--- src/rtl/pipe_ctl_pkg.sv ---
package pipe_ctl_pkg;
  typedef enum logic [3:0] {
    OP_NOP    = 4'd0,
    OP_ALU    = 4'd1,
    OP_ALUI   = 4'd2,
    OP_LOAD   = 4'd3,
    OP_STORE  = 4'd4,
    OP_JUMP   = 4'd5,
    OP_BRANCH = 4'd6
  } op_e;

  typedef struct packed {
    logic use_rs1;
    logic use_rs2;
    logic wr_rd;
    logic alu_wb;
    logic is_mem;
    logic is_store;
    logic is_jump;
    logic is_branch;
  } ctl_t;

  function automatic ctl_t decode_op(input logic [3:0] op);
    ctl_t c;
    c = '0;
    case (op)
      OP_ALU:    begin c.use_rs1 = 1'b1; c.use_rs2 = 1'b1; c.wr_rd = 1'b1; c.alu_wb = 1'b1; end
      OP_ALUI:   begin c.use_rs1 = 1'b1; c.wr_rd = 1'b1; c.alu_wb = 1'b1; end
      OP_LOAD:   begin c.use_rs1 = 1'b1; c.wr_rd = 1'b1; c.is_mem = 1'b1; end
      OP_STORE:  begin c.use_rs1 = 1'b1; c.use_rs2 = 1'b1; c.is_mem = 1'b1; c.is_store = 1'b1; end
      OP_JUMP:   c.is_jump = 1'b1;
      OP_BRANCH: begin c.use_rs1 = 1'b1; c.is_branch = 1'b1; end
      default:   c = '0;
    endcase
    return c;
  endfunction
endpackage

--- src/rtl/pipe_fetch.sv ---
module pipe_fetch #(
  parameter int PC_W = 12,
  parameter int IW   = 32
) (
  input  logic            clk_i,
  input  logic            rst_ni,
  input  logic            adv_i,
  input  logic            redirect_i,
  input  logic [PC_W-1:0] target_i,
  input  logic [IW-1:0]   imem_rdata_i,
  output logic [PC_W-1:0] pc_o,
  output logic [IW-1:0]   ir_o,
  output logic [PC_W-1:0] ir_pc_o,
  output logic            ir_valid_o
);
  always_ff @(posedge clk_i or negedge rst_ni) begin
    if (!rst_ni) begin
      pc_o       <= '0;
      ir_o       <= '0;
      ir_pc_o    <= '0;
      ir_valid_o <= 1'b0;
    end else if (adv_i) begin
      ir_o       <= imem_rdata_i;
      ir_pc_o    <= pc_o;
      ir_valid_o <= 1'b1;
      // the word fetched this cycle is the delay slot; the target comes next
      pc_o       <= redirect_i ? target_i : pc_o + 1'b1;
    end
  end
endmodule

--- src/rtl/pipe_scoreboard.sv ---
module pipe_scoreboard #(
  parameter int REG_W = 5,
  parameter int NREG  = 32
) (
  input  logic             clk_i,
  input  logic             rst_ni,
  input  logic             set_i,
  input  logic [REG_W-1:0] set_idx_i,
  input  logic             clr_i,
  input  logic [REG_W-1:0] clr_idx_i,
  output logic [NREG-1:0]  lock_o
);
  assign lock_o[0] = 1'b0;

  for (genvar g = 1; g < NREG; g++) begin : g_lock
    always_ff @(posedge clk_i or negedge rst_ni) begin
      if (!rst_ni)
        lock_o[g] <= 1'b0;
      else if (set_i && set_idx_i == REG_W'(g))
        lock_o[g] <= 1'b1;
      else if (clr_i && clr_idx_i == REG_W'(g))
        lock_o[g] <= 1'b0;
    end
  end
endmodule

--- src/rtl/pipe_memstage.sv ---
module pipe_memstage #(
  parameter int REG_W = 5
) (
  input  logic             clk_i,
  input  logic             rst_ni,
  input  logic             issue_i,
  input  logic             we_i,
  input  logic [REG_W-1:0] reg_i,
  input  logic             ready_i,
  output logic             free_o,
  output logic             done_o,
  output logic             req_o,
  output logic             we_o,
  output logic [REG_W-1:0] reg_o
);
  logic valid_q;

  assign free_o = !valid_q || ready_i;
  assign done_o = valid_q && ready_i;
  assign req_o  = valid_q;

  always_ff @(posedge clk_i or negedge rst_ni) begin
    if (!rst_ni) begin
      valid_q <= 1'b0;
      we_o    <= 1'b0;
      reg_o   <= '0;
    end else if (issue_i) begin
      valid_q <= 1'b1;
      we_o    <= we_i;
      reg_o   <= reg_i;
    end else if (done_o) begin
      valid_q <= 1'b0;
    end
  end
endmodule

--- src/rtl/pipe_ctl.sv ---
module pipe_ctl
  import pipe_ctl_pkg::*;
#(
  parameter int PC_W  = 12,
  parameter int REG_W = 5,
  parameter int IMM_W = 13,
  localparam int NREG = 2 ** REG_W,
  localparam int IW   = 4 + 3 * REG_W + IMM_W
) (
  input  logic             clk_i,
  input  logic             rst_ni,
  output logic [PC_W-1:0]  imem_addr_o,
  input  logic [IW-1:0]    imem_rdata_i,
  input  logic             br_cond_i,
  output logic             ex_issue_o,
  output logic [PC_W-1:0]  ex_pc_o,
  output logic [REG_W-1:0] ex_rs1_o,
  output logic [REG_W-1:0] ex_rs2_o,
  output logic [REG_W-1:0] ex_rd_o,
  output logic             stall_o,
  output logic             rf_we_o,
  output logic [REG_W-1:0] rf_waddr_o,
  output logic             dmem_req_o,
  output logic             dmem_we_o,
  output logic [REG_W-1:0] dmem_reg_o,
  input  logic             dmem_ready_i,
  output logic             ld_we_o,
  output logic [REG_W-1:0] ld_waddr_o,
  output logic [NREG-1:0]  lock_o
);
  localparam int OP_LSB  = IW - 4;
  localparam int RD_LSB  = OP_LSB - REG_W;
  localparam int RS1_LSB = RD_LSB - REG_W;
  localparam int RS2_LSB = RS1_LSB - REG_W;

  logic [IW-1:0]    ir;
  logic             ir_valid;
  logic [3:0]       op;
  ctl_t             ctl;
  logic [PC_W-1:0]  br_target;
  logic             redirect;
  logic             lock_hz, mem_hz;
  logic             mem_free, mem_done, mem_issue;

  pipe_fetch #(.PC_W(PC_W), .IW(IW)) u_fetch (
    .clk_i        (clk_i),
    .rst_ni       (rst_ni),
    .adv_i        (!stall_o),
    .redirect_i   (redirect),
    .target_i     (br_target),
    .imem_rdata_i (imem_rdata_i),
    .pc_o         (imem_addr_o),
    .ir_o         (ir),
    .ir_pc_o      (ex_pc_o),
    .ir_valid_o   (ir_valid)
  );

  assign op        = ir[IW-1:OP_LSB];
  assign ctl       = decode_op(op);
  assign ex_rd_o   = ir[OP_LSB-1:RD_LSB];
  assign ex_rs1_o  = ir[RD_LSB-1:RS1_LSB];
  assign ex_rs2_o  = ir[RS1_LSB-1:RS2_LSB];
  assign br_target = ir[PC_W-1:0];

  // read-after-load and write-after-load interlock
  assign lock_hz = (ctl.use_rs1 && lock_o[ex_rs1_o]) ||
                   (ctl.use_rs2 && lock_o[ex_rs2_o]) ||
                   (ctl.wr_rd   && lock_o[ex_rd_o]);
  assign mem_hz  = ctl.is_mem && !mem_free;

  assign stall_o    = ir_valid && (lock_hz || mem_hz);
  assign ex_issue_o = ir_valid && !stall_o;
  assign redirect   = ex_issue_o && (ctl.is_jump || (ctl.is_branch && br_cond_i));
  assign mem_issue  = ex_issue_o && ctl.is_mem;

  assign rf_we_o    = ex_issue_o && ctl.alu_wb && (ex_rd_o != '0);
  assign rf_waddr_o = ex_rd_o;

  pipe_memstage #(.REG_W(REG_W)) u_mem (
    .clk_i   (clk_i),
    .rst_ni  (rst_ni),
    .issue_i (mem_issue),
    .we_i    (ctl.is_store),
    .reg_i   (ctl.is_store ? ex_rs2_o : ex_rd_o),
    .ready_i (dmem_ready_i),
    .free_o  (mem_free),
    .done_o  (mem_done),
    .req_o   (dmem_req_o),
    .we_o    (dmem_we_o),
    .reg_o   (dmem_reg_o)
  );

  assign ld_we_o    = mem_done && !dmem_we_o && (dmem_reg_o != '0);
  assign ld_waddr_o = dmem_reg_o;

  pipe_scoreboard #(.REG_W(REG_W), .NREG(NREG)) u_sb (
    .clk_i     (clk_i),
    .rst_ni    (rst_ni),
    .set_i     (mem_issue && !ctl.is_store),
    .set_idx_i (ex_rd_o),
    .clr_i     (ld_we_o),
    .clr_idx_i (ld_waddr_o),
    .lock_o    (lock_o)
  );
endmodule

--- config.mk ---
export PLATFORM = sky130hd
export DESIGN_NAME = pipe_ctl
export DESIGN_NICKNAME = d
export VERILOG_FILES = /design/src/rtl/pipe_ctl_pkg.sv /design/src/rtl/pipe_fetch.sv /design/src/rtl/pipe_scoreboard.sv /design/src/rtl/pipe_memstage.sv /design/src/rtl/pipe_ctl.sv
export SDC_FILE = /design/constraint.sdc
export NUM_CORES = 1
export LEC_CHECK = 0
export ABC_AREA = 1
export BUFFER_PORTS_ARGS = -buffer_cell sky130_fd_sc_hd__buf_2
export CORE_ASPECT_RATIO = 1.2
export CORE_UTILIZATION = 39
export DETAILED_ROUTE_END_ITERATION = 16
export GPL_ROUTABILITY_DRIVEN = 0
export HOLD_SLACK_MARGIN = 0.08
export SETUP_SLACK_MARGIN = 0.5
export SLEW_MARGIN = 0
export SYNTH_ARGS = -nofsm -noshare
export SYNTH_HDL_FRONTEND = slang
export SYNTH_SLANG_ARGS = --single-unit
export TNS_END_PERCENT = 20
--- constraint.sdc ---
create_clock -name clk_i -period 1.84 [get_ports clk_i]
set_input_delay 0 -clock clk_i [delete_from_list [all_inputs] [get_ports clk_i]]
set_output_delay 0 -clock clk_i [all_outputs]
set_load 0.005 [all_outputs]
**Word-level counts from Yosys, hierarchy flattened**

Cells that the tools add are included.

- Register bits: 95
- Input port bits: 36

- Add/subtract/negate cells: 1
- Magnitude comparators: 3
- Equal/unequal tests: 68
- Mux-type cells: 80
- Reductions and logical operators: 126

Operator list:

| kind | number |
|---|---|
| 5-bit equality test (second input constant) | 32 |
| 5-bit by 4-bit equality test with 1-bit output (second input constant) | 16 |
| 1-bit logical AND | 77 |
| 1-bit two-way mux | 75 |
| 2-bit nonzero test | 32 |
| 5-bit by 3-bit equality test with 1-bit output (second input constant) | 8 |
| 5-bit by 2-bit equality test with 1-bit output (second input constant) | 4 |
| 5-bit by 6-bit < comparator with 1-bit output (second input constant) | 3 |
| 1-bit binary-select mux with 5-bit select | 3 |
| 12-bit by 1-bit adder with 12-bit output (second input constant) | 1 |
| 4-bit by 3-bit equality test with 1-bit output (second input constant) | 3 |
| 12-bit two-way mux | 1 |
| 5-bit by 1-bit equality test with 1-bit output (second input constant) | 2 |
| 5-bit nonzero test | 2 |
| 4-bit by 2-bit equality test with 1-bit output (second input constant) | 2 |
| 2-bit OR reduction | 3 |
| 1-bit logical NOT | 5 |
| 1-bit logical OR | 5 |
| 5-bit two-way mux | 1 |
| 5-bit OR reduction | 1 |
| 4-bit by 1-bit equality test with 1-bit output (second input constant) | 1 |
| 3-bit OR reduction | 1 |

**Logic depth before layout (Yosys ltp)**

Gate-level depths: netlist (run 1).

- Depth in word-level cells: 14
- Mapped depth: 18
- Depth with buffers taken out: 17

**Cells and area by module**

Synthesis (run 1) repeated with hierarchy kept, for this count alone.

- Cell total of the unflattened synthesis: 851
- Area, all modules: 5670.4 um2

By module, submodules not included:

| module | times used | cells an instance | area each (um2) | sequential area each (um2) |
|---|---|---|---|---|
| pipe_fetch | 1 | 308 | 2491.1 | 1426.4 |
| pipe_scoreboard | 1 | 212 | 1549.0 | 775.7 |
| pipe_ctl | 1 | 300 | 1365.1 | 0.0 |
| pipe_memstage | 1 | 31 | 265.3 | 175.2 |

**Worst setup path before layout (run 1)**

OpenSTA, ideal clock, no wires.

- Path kind: reg2reg
- Start point: reg u_fetch.ir_o[23]
- End point: reg u_mem.we_o
- Arrival: 1824 ps
- Data required time: 1719 ps
- Path slack: -105 ps
- Stages on the path, launching flop included: 19
- Buffers on the path: 2
- Cells stage by stage: dfrtp_1 buf_6 buf_4 nand2_1 o21ai_0 nand2_1 nand2_1 nand2_1 nand2_1 nor2_1 nand2_1 nand3_2 nand2_2 inv_2 nand2_1 nor2_2 nand2_4 nand2_1 o21ai_1

- Cells in the longest elaborated chain, start to end: 9

Ends and longest elaborated chain:

| element | line | RTL |
|---|---|---|
| start: declaration | pipe_fetch.sv:12 | `output logic [IW-1:0] ir_o,` |
| start signal: assignment | pipe_fetch.sv:23 | `ir_o <= imem_rdata_i;` |
| 1-bit binary-select mux with 5-bit select | pipe_ctl.sv:68 | `(ctl.wr_rd && lock_o[ex_rd_o]);` |
| 1-bit two-way mux (not written as such) | pipe_ctl.sv:68 |  |
| 1-bit logical AND | pipe_ctl.sv:68 |  |
| 1-bit logical OR | pipe_ctl.sv:67 | `(ctl.use_rs2 && lock_o[ex_rs2_o]) \|\|` |
| 1-bit logical OR | pipe_ctl.sv:71 | `assign stall_o = ir_valid && (lock_hz \|\| mem_hz);` |
| 1-bit logical AND | pipe_ctl.sv:71 |  |
| 1-bit logical NOT | pipe_ctl.sv:72 | `assign ex_issue_o = ir_valid && !stall_o;` |
| 1-bit logical AND | pipe_ctl.sv:72 |  |
| named net ex_issue_o | pipe_ctl.sv:15 | `output logic ex_issue_o,` |
| 1-bit logical AND | pipe_ctl.sv:74 | `assign mem_issue = ex_issue_o && ctl.is_mem;` |
| end signal: assignment | pipe_memstage.sv:29 | `we_o <= we_i;` |
| end: declaration | pipe_memstage.sv:13 | `output logic we_o,` |

The timed path passes the listed nets, and every way through them passes these cells. The select of a mux whose other input is x is not followed.
A chain may end at the register's enable or synchronous reset.

**Worst setup path after layout (run 1)**

- Start point: reg u_fetch.ir_o[23]
- End point: out ex_issue_o

- Cells in the longest elaborated chain, start to end: 8

Ends and longest elaborated chain:

| element | line |
|---|---|
| 1-bit binary-select mux with 5-bit select | pipe_ctl.sv:68 |
| 1-bit two-way mux (not written as such) | pipe_ctl.sv:68 |
| 1-bit logical AND | pipe_ctl.sv:68 |
| 1-bit logical OR | pipe_ctl.sv:67 |
| 1-bit logical OR | pipe_ctl.sv:71 |
| 1-bit logical AND | pipe_ctl.sv:71 |
| 1-bit logical NOT | pipe_ctl.sv:72 |
| 1-bit logical AND | pipe_ctl.sv:72 |
| end: declaration | pipe_ctl.sv:15 |

Every way passes these cells. The select of a mux whose other input is x is not followed.

==> metrics.txt, run 1 <==
# TYPE chip_impl_metric gauge
chip_impl_metric{name="final-setup-viol-count",unit=""} 96
chip_impl_metric{name="worst_slew_margin_rel",unit="%"} 63.65
chip_impl_info{name="synthTopCellsByArea",value="dfrtp_1 (41%), nand2_1 (20%), nand3_1 (7.4%)"} 1
chip_impl_metric{name="ir_drop",unit="uV"} 1077
chip_impl_metric{name="ys_ff_latch",unit=""} 94
chip_impl_metric{name="p_leak",unit="nW"} 4.369
chip_impl_metric{name="synthSimpleGateAreaFrac",unit="%"} 35.64
chip_impl_metric{name="post-route-period-util",unit="%"} 125.1
chip_impl_info{name="cp_cell_sequence",value="buf_4 > nor2_4 > nand2_1 > o21ai_1 > nor2_1 > nor2_1 > nor2_1 > nand2_1 > nand3_2 > nand2_4 > buf_6 > inv_2 > nand2_2 > nor2_4 > buf_6 > buf_6 > buf_6"} 1
chip_impl_metric{name="post_synth_num_cell_types",unit=""} 32
chip_impl_metric{name="clk_latency",unit="ps"} 360
chip_impl_info{name="critical-path-top-delay-family",value="simple AND/OR/NAND/NOR gates"} 1
chip_impl_metric{name="synth_compound_gate_area_share",unit="%"} 8.817
chip_impl_metric{name="largest_net_degree_at_the_start_of_global_routing",unit=""} 95
chip_impl_metric{name="post_route_minimum_period",unit="ps"} 2301
chip_impl_metric{name="final_max_slew_violation_count",unit=""} 0
chip_impl_metric{name="syn-num-nets",unit=""} 878
chip_impl_metric{name="post_detailed_route_wirelength_per_cell",unit="um"} 16.48
chip_impl_metric{name="cp_data_required_time",unit="ps"} 1840
chip_impl_info{name="crit_top_cell",value="buf_6"} 1
chip_impl_metric{name="combinationalPowerShare",unit="%"} 62.6
chip_impl_metric{name="total_power",unit="mW"} 15.54
chip_impl_info{name="synthDominantAreaCellType",value="dfrtp_1"} 1
chip_impl_info{name="outcome",value="finished with violations"} 1
chip_impl_metric{name="tns",unit="ps"} -32760
chip_impl_metric{name="initialDrtViolationCount",unit=""} 375
chip_impl_metric{name="cts-buffers-inserted",unit=""} 9
chip_impl_info{name="min-delay-path-class",value="input pin to register"} 1
chip_impl_metric{name="filler_cell_count",unit=""} 1373
chip_impl_metric{name="multi_input_comb_area",unit="um^2"} 3004
chip_impl_metric{name="clk_transition_reported_paths",unit="ps"} 70
chip_impl_info{name="violations",value="negative setup slack"} 1
chip_impl_metric{name="floorplan.rows",unit=""} 48
chip_impl_metric{name="cp.buffers_inverters",unit=""} 6
chip_impl_metric{name="final_cell_area",unit="um^2"} 8436
chip_impl_metric{name="totalWireLength",unit="um"} 20690
chip_impl_metric{name="synth.top_cell.area_share",unit="%"} 40.83
chip_impl_metric{name="adder_cell_area_share_of_the_yosys_netlist",unit="%"} 0.2172
chip_impl_metric{name="clock_tree.buffer_depth",unit=""} 2
chip_impl_metric{name="io_buffers",unit=""} 125
chip_impl_metric{name="n_antenna_cell",unit=""} 0
chip_impl_metric{name="power.internal",unit="mW"} 8.362
chip_impl_info{name="timing.critical_path.slowest_stage_cell",value="dfrtp_2"} 1
chip_impl_metric{name="setup_ws",unit="ps"} -461.2
chip_impl_metric{name="critPathMaxFanout",unit=""} 6
chip_impl_metric{name="worst_pin_slew",unit="ps"} 545.2
chip_impl_metric{name="clkSinkCount",unit=""} 94
chip_impl_metric{name="grt_remaining_overflow",unit=""} 0
chip_impl_metric{name="die_area",unit="um^2"} 15270
chip_impl_metric{name="yosys.area_share.xor_xnor",unit="%"} 1.520
chip_impl_metric{name="detailedPlacementHpwl",unit="um"} 14230
chip_impl_info{name="main_combinational_cell_family_by_area_after_synthesis",value="simple AND/OR/NAND/NOR gates"} 1
chip_impl_metric{name="dr_vias_cell",unit=""} 5.100
chip_impl_info{name="tritoncts",value="built"} 1
chip_impl_metric{name="timing.critical_path.slowest_cell_delay",unit="ps"} 470
chip_impl_metric{name="synth.mux.area_fraction",unit="%"} 0
chip_impl_metric{name="vias",unit=""} 6405
chip_impl_metric{name="clock.fmax",unit="GHz"} 0.4346
chip_impl_metric{name="design.final.nets",unit=""} 1113
chip_impl_metric{name="final_antenna_net_count",unit=""} 0
chip_impl_metric{name="synthToLayoutAreaGrowth",unit="%"} 46.41
chip_impl_metric{name="area.sequential",unit="um^2"} 2355
chip_impl_metric{name="boundaryPins",unit=""} 128
chip_impl_info{name="setup.worst_path.start_class",value="register"} 1
chip_impl_metric{name="netlist_instances",unit=""} 841
chip_impl_metric{name="cell_area_after_placement",unit="um^2"} 7099
chip_impl_metric{name="core-area",unit="um^2"} 14410
chip_impl_metric{name="die-width",unit="um"} 113.0
chip_impl_info{name="cp-end-kind",value="output pin"} 1
chip_impl_metric{name="gr-usage-all-layers",unit="%"} 27.69
chip_impl_metric{name="first_pass_iters",unit=""} 5
chip_impl_metric{name="start_util",unit="%"} 39.97
chip_impl_metric{name="grt_first_pass_wirelength",unit="um"} 32070
chip_impl_metric{name="die_height",unit="um"} 135.2
chip_impl_info{name="worst-setup-path-type",value="register to output pin"} 1
chip_impl_info{name="clockRootBuffer",value="clkbuf_16"} 1
chip_impl_metric{name="switching_share",unit="%"} 46.20
chip_impl_metric{name="timing.clock.skew",unit="ps"} 9.171
chip_impl_metric{name="synth_area_per_cell",unit="um^2"} 6.851
chip_impl_metric{name="synth-seq-area-share",unit="%"} 40.83
chip_impl_metric{name="power_spent_charging_and_discharging_nets",unit="mW"} 7.181
chip_impl_metric{name="p_per_area",unit="nW/um^2"} 1843
chip_impl_metric{name="syn_area",unit="um^2"} 5762
chip_impl_metric{name="cap_violations",unit=""} 0
chip_impl_info{name="grt_setup_unrepaired",value="yes"} 1
chip_impl_metric{name="first_global_vias",unit=""} 6065
chip_impl_metric{name="htreeDepth",unit=""} 3
chip_impl_metric{name="arrival",unit="ps"} 2300
chip_impl_metric{name="fraction_of_final_layout_cells_sized_beyond_drive_strength_1",unit="%"} 34.41
chip_impl_metric{name="power_frac_clock",unit="%"} 11.9
chip_impl_metric{name="remaining_drc_errors",unit=""} 0
chip_impl_metric{name="synth.yosys.warnings",unit=""} 0
chip_impl_metric{name="report.final.hold_viol_count",unit=""} 0
chip_impl_metric{name="seqPwrFrac",unit="%"} 25.5
chip_impl_metric{name="antenna_found_initial",unit=""} 0
## placed cells by master (no fill, tap or decap), types with 2 or more instances in the layout
cell	n
inv_1	78
dfrtp_2	2
nor2_2	2
nand3_2	18
buf_12	9
nand3_1	69
dfrtp_1	92
buf_4	93
clkbuf_16	10
nor2_4	3
o21ai_0	24
xor2_1	6
o21ai_1	36
nand2_1	284
conb_1	2
o31ai_1	2
nor2_1	57
buf_2	122
clkinv_2	2
nand2_4	5
clkinv_4	2
clkinvlp_4	2
xnor2_1	4
dlygate4sd3_1	33
a21oi_2	2
inv_8	3
buf_16	5
o21ai_2	32
clkinv_1	2
inv_6	2
nand2_2	27
buf_6	18
nand4_1	15
nor2_8	2
inv_2	5
## worst paths after layout
check	slack [ps]	to	start	cells after the start
max	-460	ex_issue_o	u_fetch.ir_o[23]$_DFFE_PN0N_	17
min	150	u_sb.lock_o[8]$_DFFE_PN0P_	dmem_ready_i	6
max reg2reg	-400	u_fetch.ir_o[24]$_DFFE_PN0N_	u_fetch.ir_o[23]$_DFFE_PN0N_	18
min reg2reg	470	u_fetch.ir_pc_o[5]$_DFFE_PN0N_	u_fetch.ir_pc_o[5]$_DFFE_PN0N_	2
max in group asynchronous	1170	u_fetch.ir_o[19]$_DFFE_PN0N_	rst_ni	3
min in group asynchronous	210	u_sb.lock_o[5]$_DFFE_PN0P_	rst_ni	3
## tightest hold or removal path, stage by stage
cell and delay [ps]:
buf_2 100, inv_1 70, nor3_2 60, nand2_1 110
o31ai_1 90, o21ai_2 50
## sequential cells by signal, summed over array words and instances (netlist names)
register and flops:
u_sb.lock_o 31, u_fetch.ir_valid_o 1, u_mem.reg_o 5, u_mem.req_o 1
u_fetch.pc_o 12, u_fetch.ir_o 31, u_fetch.ir_pc_o 12, u_mem.we_o 1
## synthesized netlist by cell type
cell type	instances
nand4_2	1
dfrtp_1	94
nand2_2	2
inv_1	78
ha_1	1
o22ai_1	1
a21oi_1	3
nor2_8	2
nand2_1	312
nor3_1	2
nor2_2	2
nor2_4	1
buf_4	31
o211ai_1	1
nor2_1	59
nand3_1	85
o21ai_1	63
xnor2_1	4
inv_2	8
o31ai_1	2
o21ai_2	1
o21ai_0	28
xor2_1	6
nand2_4	2
inv_4	1
buf_6	5
nand3_2	2
clkbuf_1	7
nand4_1	15
clkinv_1	3
buf_2	17
conb_1	2
## power groups by stage
stage	sequential (mW)	combinational, mW	clock [mW]
final	3.96	9.73	1.85
after global routing	4.06	10.6	1.95
after CTS	3.92	9.45	1.87
after detailed placement	3.90	7.87	0
after global placement	3.91	7.79	0
after floorplan	3.70	4.85	0
## routing by layer
layer	share of wire (%)	routed length [um]	vias to the layer above	global-route usage, %
met4	4.5	937	0	12.87
met5	0	0	-	0
li1	-	-	3102	-
met2	49	10220	255	47.60
met1	40	8366	3000	34.30
met3	5.7	1173	48	4.206
## cells by family (layout without fill, tap and decap cells)
group                    after synthesis  count (layout)
flip-flops                            94              94
XOR/XNOR                              10              10
other                                  2               2
AO/OA/AOI/OAI                         99              99
buffers and inverters                150             389
adder cells (fa/ha/maj)                1               1
AND/OR/NAND/NOR                      485             486
## through the flow
| step | util [%] | cells | hold slack, ps | setup WS [ps] |
|---|---|---|---|---|
| final | 58.52 | 1256 | 154.4 | -461.2 |
| after global routing | 58.52 | 1256 | 180.5 | -626.1 |
| after CTS | 57.66 | 1253 | 151.2 | -486.0 |
| after detailed placement | 49.25 | 1185 | 99.99 | -322.7 |
| after global placement | 49.25 | 1185 | 101.9 | -305.5 |
| after floorplan | - | 841 | -295.6 | -56.65 |
## timing repair
action,CTS,global route
resized for setup,88,34
pin swaps,29,9
endpoints found under the hold margin,126,0
cloned,8,0
hold buffers,33,0
buffers inserted,11,3
endpoints found under the setup margin,97,97
## layout make-up
type | instances | share of cell area, %
Multi-Input combinational cell | 598 | 35.61
Sequential cell | 94 | 27.91
Timing Repair Buffer | 282 | 26.08
Inverter | 90 | 4.287
Clock buffer | 10 | 2.833
Tap cell | 175 | 2.596
Clock inverter | 6 | 0.5488
Timing Repair inverter | 1 | 0.1335
Note: power is estimated with default switching activity, not from simulation.
==> inputs of run 2 (changes only) <==
- ABC_AREA: 1 -> unset
- REMOVE_ABC_BUFFERS: unset -> 1
- clock period: 1.84 -> 2.45 ns (I/O delays scaled with it)
==> metrics.txt, run 2 <==
# TYPE chip_impl_metric gauge
chip_impl_metric{name="floorplan.rows",unit=""} 47
chip_impl_metric{name="critPathMaxFanout",unit=""} 33
chip_impl_metric{name="ir_drop",unit="uV"} 653.6
chip_impl_metric{name="timing.clock.skew",unit="ps"} 9.622
chip_impl_metric{name="initialDrtViolationCount",unit=""} 278
chip_impl_metric{name="remaining_drc_errors",unit=""} 0
chip_impl_info{name="synthMostInstantiatedCell",value="dfrtp_1"} 1
chip_impl_metric{name="arrival",unit="ps"} 2810
chip_impl_metric{name="seqPwrFrac",unit="%"} 39.3
chip_impl_metric{name="antenna_found_initial",unit=""} 0
chip_impl_info{name="layout_commonest_cell",value="buf_2"} 1
chip_impl_metric{name="post_detailed_route_wirelength_per_cell",unit="um"} 19.31
chip_impl_metric{name="clk_latency",unit="ps"} 350
chip_impl_metric{name="synth_edf_count",unit=""} 0
chip_impl_metric{name="boundaryPins",unit=""} 128
chip_impl_metric{name="cap_violations",unit=""} 0
chip_impl_metric{name="synthToLayoutAreaGrowth",unit="%"} 39.30
chip_impl_metric{name="synth.top_cell.area_share",unit="%"} 42.66
chip_impl_metric{name="core-area",unit="um^2"} 13820
chip_impl_metric{name="post-route-period-util",unit="%"} 114.5
chip_impl_metric{name="synth.yosys.warnings",unit=""} 0
chip_impl_metric{name="final-setup-viol-count",unit=""} 96
chip_impl_info{name="r2r_start",value="u_fetch.ir_o[23]$_DFFE_PN0N_"} 1
chip_impl_metric{name="switching_share",unit="%"} 35.34
chip_impl_metric{name="power.internal",unit="mW"} 3.943
chip_impl_metric{name="total_power",unit="mW"} 6.099
chip_impl_info{name="holdCritStartpoint",value="dmem_ready_i"} 1
chip_impl_metric{name="worst_slew_margin_rel",unit="%"} 24.95
chip_impl_metric{name="die_area",unit="um^2"} 14620
chip_impl_metric{name="setup_ws",unit="ps"} -355.5
chip_impl_metric{name="final-instance-count-excl-fill",unit=""} 891
chip_impl_info{name="worst-setup-path-type",value="register to output pin"} 1
chip_impl_metric{name="placedCellCount",unit=""} 828
chip_impl_info{name="synthTopCellsByArea",value="dfrtp_1 (43%), mux4_2 (8.2%), mux2_4 (7.4%)"} 1
chip_impl_metric{name="design.final.nets",unit=""} 752
chip_impl_info{name="cell_types_with_the_highest_counts_after_synthesis",value="dfrtp_1 (94), o21ai_0 (64), nand3_1 (50)"} 1
chip_impl_metric{name="gr-usage-all-layers",unit="%"} 23.66
chip_impl_metric{name="totalWireLength",unit="um"} 17200
chip_impl_metric{name="syn_area",unit="um^2"} 5514
chip_impl_metric{name="combinationalPowerShare",unit="%"} 38.2
chip_impl_metric{name="dr_vias_cell",unit=""} 5.735
chip_impl_metric{name="die-width",unit="um"} 110.5
chip_impl_metric{name="clkSinkCount",unit=""} 94
chip_impl_info{name="grt_setup_unrepaired",value="yes"} 1
chip_impl_metric{name="pre_cts_slack",unit="ps"} -523.2
chip_impl_metric{name="met2WireLength",unit="um"} 8813
chip_impl_metric{name="detailroute.wirelength.met3",unit="um"} 1130
chip_impl_metric{name="netlist_instances",unit=""} 515
chip_impl_info{name="violations",value="negative setup slack"} 1
chip_impl_metric{name="worstHoldPathCells",unit=""} 6
chip_impl_info{name="cp-end-kind",value="output pin"} 1
chip_impl_info{name="setup.worst_path.start_class",value="register"} 1
chip_impl_info{name="synthDominantAreaCellType",value="dfrtp_1"} 1
chip_impl_metric{name="clk_transition_reported_paths",unit="ps"} 70
chip_impl_info{name="clockRootBuffer",value="clkbuf_16"} 1
chip_impl_metric{name="final_antenna_net_count",unit=""} 0
chip_impl_metric{name="first_pass_iters",unit=""} 5
chip_impl_metric{name="detailedPlacementHpwl",unit="um"} 12020
chip_impl_info{name="reg.largest.list",value="u_fetch.ir_o: 31 flops, u_sb.lock_o: 31 flops"} 1
chip_impl_metric{name="p_leak",unit="nW"} 3.600
chip_impl_metric{name="r2r_cells",unit=""} 8
chip_impl_metric{name="start_util",unit="%"} 39.90
chip_impl_metric{name="clock.fmax",unit="GHz"} 0.3564
chip_impl_metric{name="post_route_minimum_period",unit="ps"} 2805
chip_impl_metric{name="htreeDepth",unit=""} 3
chip_impl_metric{name="cts-buffers-inserted",unit=""} 9
chip_impl_metric{name="met1_length",unit="um"} 6589
chip_impl_metric{name="die_height",unit="um"} 132.3
chip_impl_info{name="min-delay-path-class",value="input pin to register"} 1
chip_impl_metric{name="power_spent_charging_and_discharging_nets",unit="mW"} 2.155
chip_impl_metric{name="first_global_vias",unit=""} 5165
chip_impl_info{name="layout_common_cells",value="buf_2 (123), dfrtp_1 (91), buf_4 (72), nand3_1 (50), dlygate4sd3_1 (33)"} 1
chip_impl_metric{name="tns",unit="ps"} -18370
chip_impl_metric{name="cell_area_after_placement",unit="um^2"} 6668
chip_impl_metric{name="grt_remaining_overflow",unit=""} 0
chip_impl_metric{name="vias",unit=""} 5110
chip_impl_metric{name="grt_first_pass_wirelength",unit="um"} 27160
chip_impl_metric{name="io_buffers",unit=""} 125
chip_impl_metric{name="report.final.hold_viol_count",unit=""} 0
chip_impl_metric{name="power_frac_clock",unit="%"} 22.5
chip_impl_info{name="highest-signal-layer",value="met4"} 1
chip_impl_metric{name="ys_ff_latch",unit=""} 94
chip_impl_metric{name="worst_pin_slew",unit="ps"} 1126
chip_impl_metric{name="final_max_slew_violation_count",unit=""} 0
chip_impl_metric{name="n_antenna_cell",unit=""} 0
chip_impl_info{name="tritoncts",value="built"} 1
chip_impl_metric{name="final_cell_area",unit="um^2"} 7681
chip_impl_metric{name="p_per_area",unit="nW/um^2"} 794.0
chip_impl_metric{name="synth_area_per_cell",unit="um^2"} 10.71
chip_impl_info{name="worst_r2r_endpoint",value="u_fetch.ir_o[1]$_DFFE_PN0N_"} 1
chip_impl_info{name="hold_path_end",value="u_sb.lock_o[16]$_DFFE_PN0P_"} 1
chip_impl_metric{name="largest_net_degree_at_the_start_of_global_routing",unit=""} 85
chip_impl_metric{name="cp_data_required_time",unit="ps"} 2450
chip_impl_metric{name="synth-seq-area-share",unit="%"} 42.66
chip_impl_metric{name="fraction_of_final_layout_cells_sized_beyond_drive_strength_1",unit="%"} 47.08
chip_impl_metric{name="r2r_slack",unit="ps"} -280
chip_impl_metric{name="post_synth_num_cell_types",unit=""} 53
chip_impl_metric{name="clock_tree.buffer_depth",unit=""} 2
chip_impl_metric{name="async_flop_share",unit="%"} 100.0
chip_impl_info{name="outcome",value="finished with violations"} 1
chip_impl_info{name="flip_flop_cell_with_the_highest_count_after_synthesis",value="dfrtp_1"} 1
==> run 2: cell count changes after synthesis, sizes merged, moves of 14 or more <==
cell,previous run,this run
o21ai,92,64
nand2,316,27
inv,87,12
nand4,16,2
mux2,0,47
mux2i,0,20
mux4,0,20
nor2,64,24
nand3,87,50
==> run 2: power by group through the flow <==
stage               sequential (mW)  combinational [mW]  clock [mW]
global placement               2.40                2.04           0
finish                         2.40                2.33        1.37
detailed placement             2.42                2.08           0
CTS                            2.39                2.28        1.39
floorplan                      2.41                1.00           0
global route                   2.47                2.51        1.46
==> run 2: worst max path at each step <==
| stage | start | endpoint | slack [ps] | cells after the start |
|---|---|---|---|---|
| after floorplan | u_fetch.ir_o[19]$_DFFE_PN0N_ | u_fetch.pc_o[10]$_DFFE_PN0N_ | -3620 | 6 |
| after global placement | u_fetch.ir_o[23]$_DFFE_PN0N_ | u_sb.lock_o[21]$_DFFE_PN0P_ | -430 | 7 |
| after detailed placement | u_fetch.ir_o[23]$_DFFE_PN0N_ | u_sb.lock_o[30]$_DFFE_PN0P_ | -520 | 7 |
| after CTS | u_fetch.ir_o[23]$_DFFE_PN0N_ | stall_o | -340 | 8 |
| after global routing | u_fetch.ir_o[23]$_DFFE_PN0N_ | rf_we_o | -480 | 8 |
| final | u_fetch.ir_o[23]$_DFFE_PN0N_ | stall_o | -360 | 8 |
==> run 2: per-stage QoR <==
step / hold WS [ps] / utilization, %
after global placement: 232.0 / 48.25
after CTS: 259.7 / 54.98
after floorplan: -295.6 / -
after detailed placement: 230.5 / 48.25
after global routing: 327.4 / 55.58
final: 287.6 / 55.58
==> run 2: logic make-up (layout without fill, tap and decap cells) <==
group,Yosys count,count (layout),share of synthesized area (%)
DFF,94,94,42.66
other,2,2,0.1362
muxes,87,87,23.24
adders and majority gates,1,1,0.2269
xor gates and xnor gates,1,1,0.1589
and+or+nand+nor,146,146,13.50
AOI/OAI and AO/OA,111,112,12.59
buffers and inverters,73,277,7.488
==> run 2: critical path, stage by stage (launching register included) <==
cell,delay [ps]
dfrtp_2,460
mux4_2,520
mux4_2,480
and4b_1,230
nor3_4,150
buf_4,150
a31oi_4,110
buf_12,210
buf_2,150
==> run 2: area by class of cell <==
| type | instances | area (um^2) |
|---|---|---|
| Fill cell | 1204 | 6138 |
| Multi-Input combinational cell | 349 | 2935 |
| Sequential cell | 94 | 2356 |
| Timing Repair Buffer | 249 | 1842 |
| Clock buffer | 12 | 256.5 |
| Tap cell | 171 | 214.0 |
| Inverter | 12 | 47.55 |
| Clock inverter | 4 | 30.03 |
==> run 2: what timing repair did <==
action / CTS / global route
endpoints found under the hold margin: 115 / 0
hold buffers: 33 / 0
pin swaps: 29 / 2
cloned: 4 / 2
buffers inserted: 7 / 1
gates resized for setup: 80 / 10
endpoints found under the setup margin: 96 / 96
==> run 2: per-layer routing <==
metal	vias to the layer above	global-route usage, %
met2	249	40.92
li1	2275	-
met3	48	3.770
met5	-	0
met4	0	12.00
met1	2538	28.44
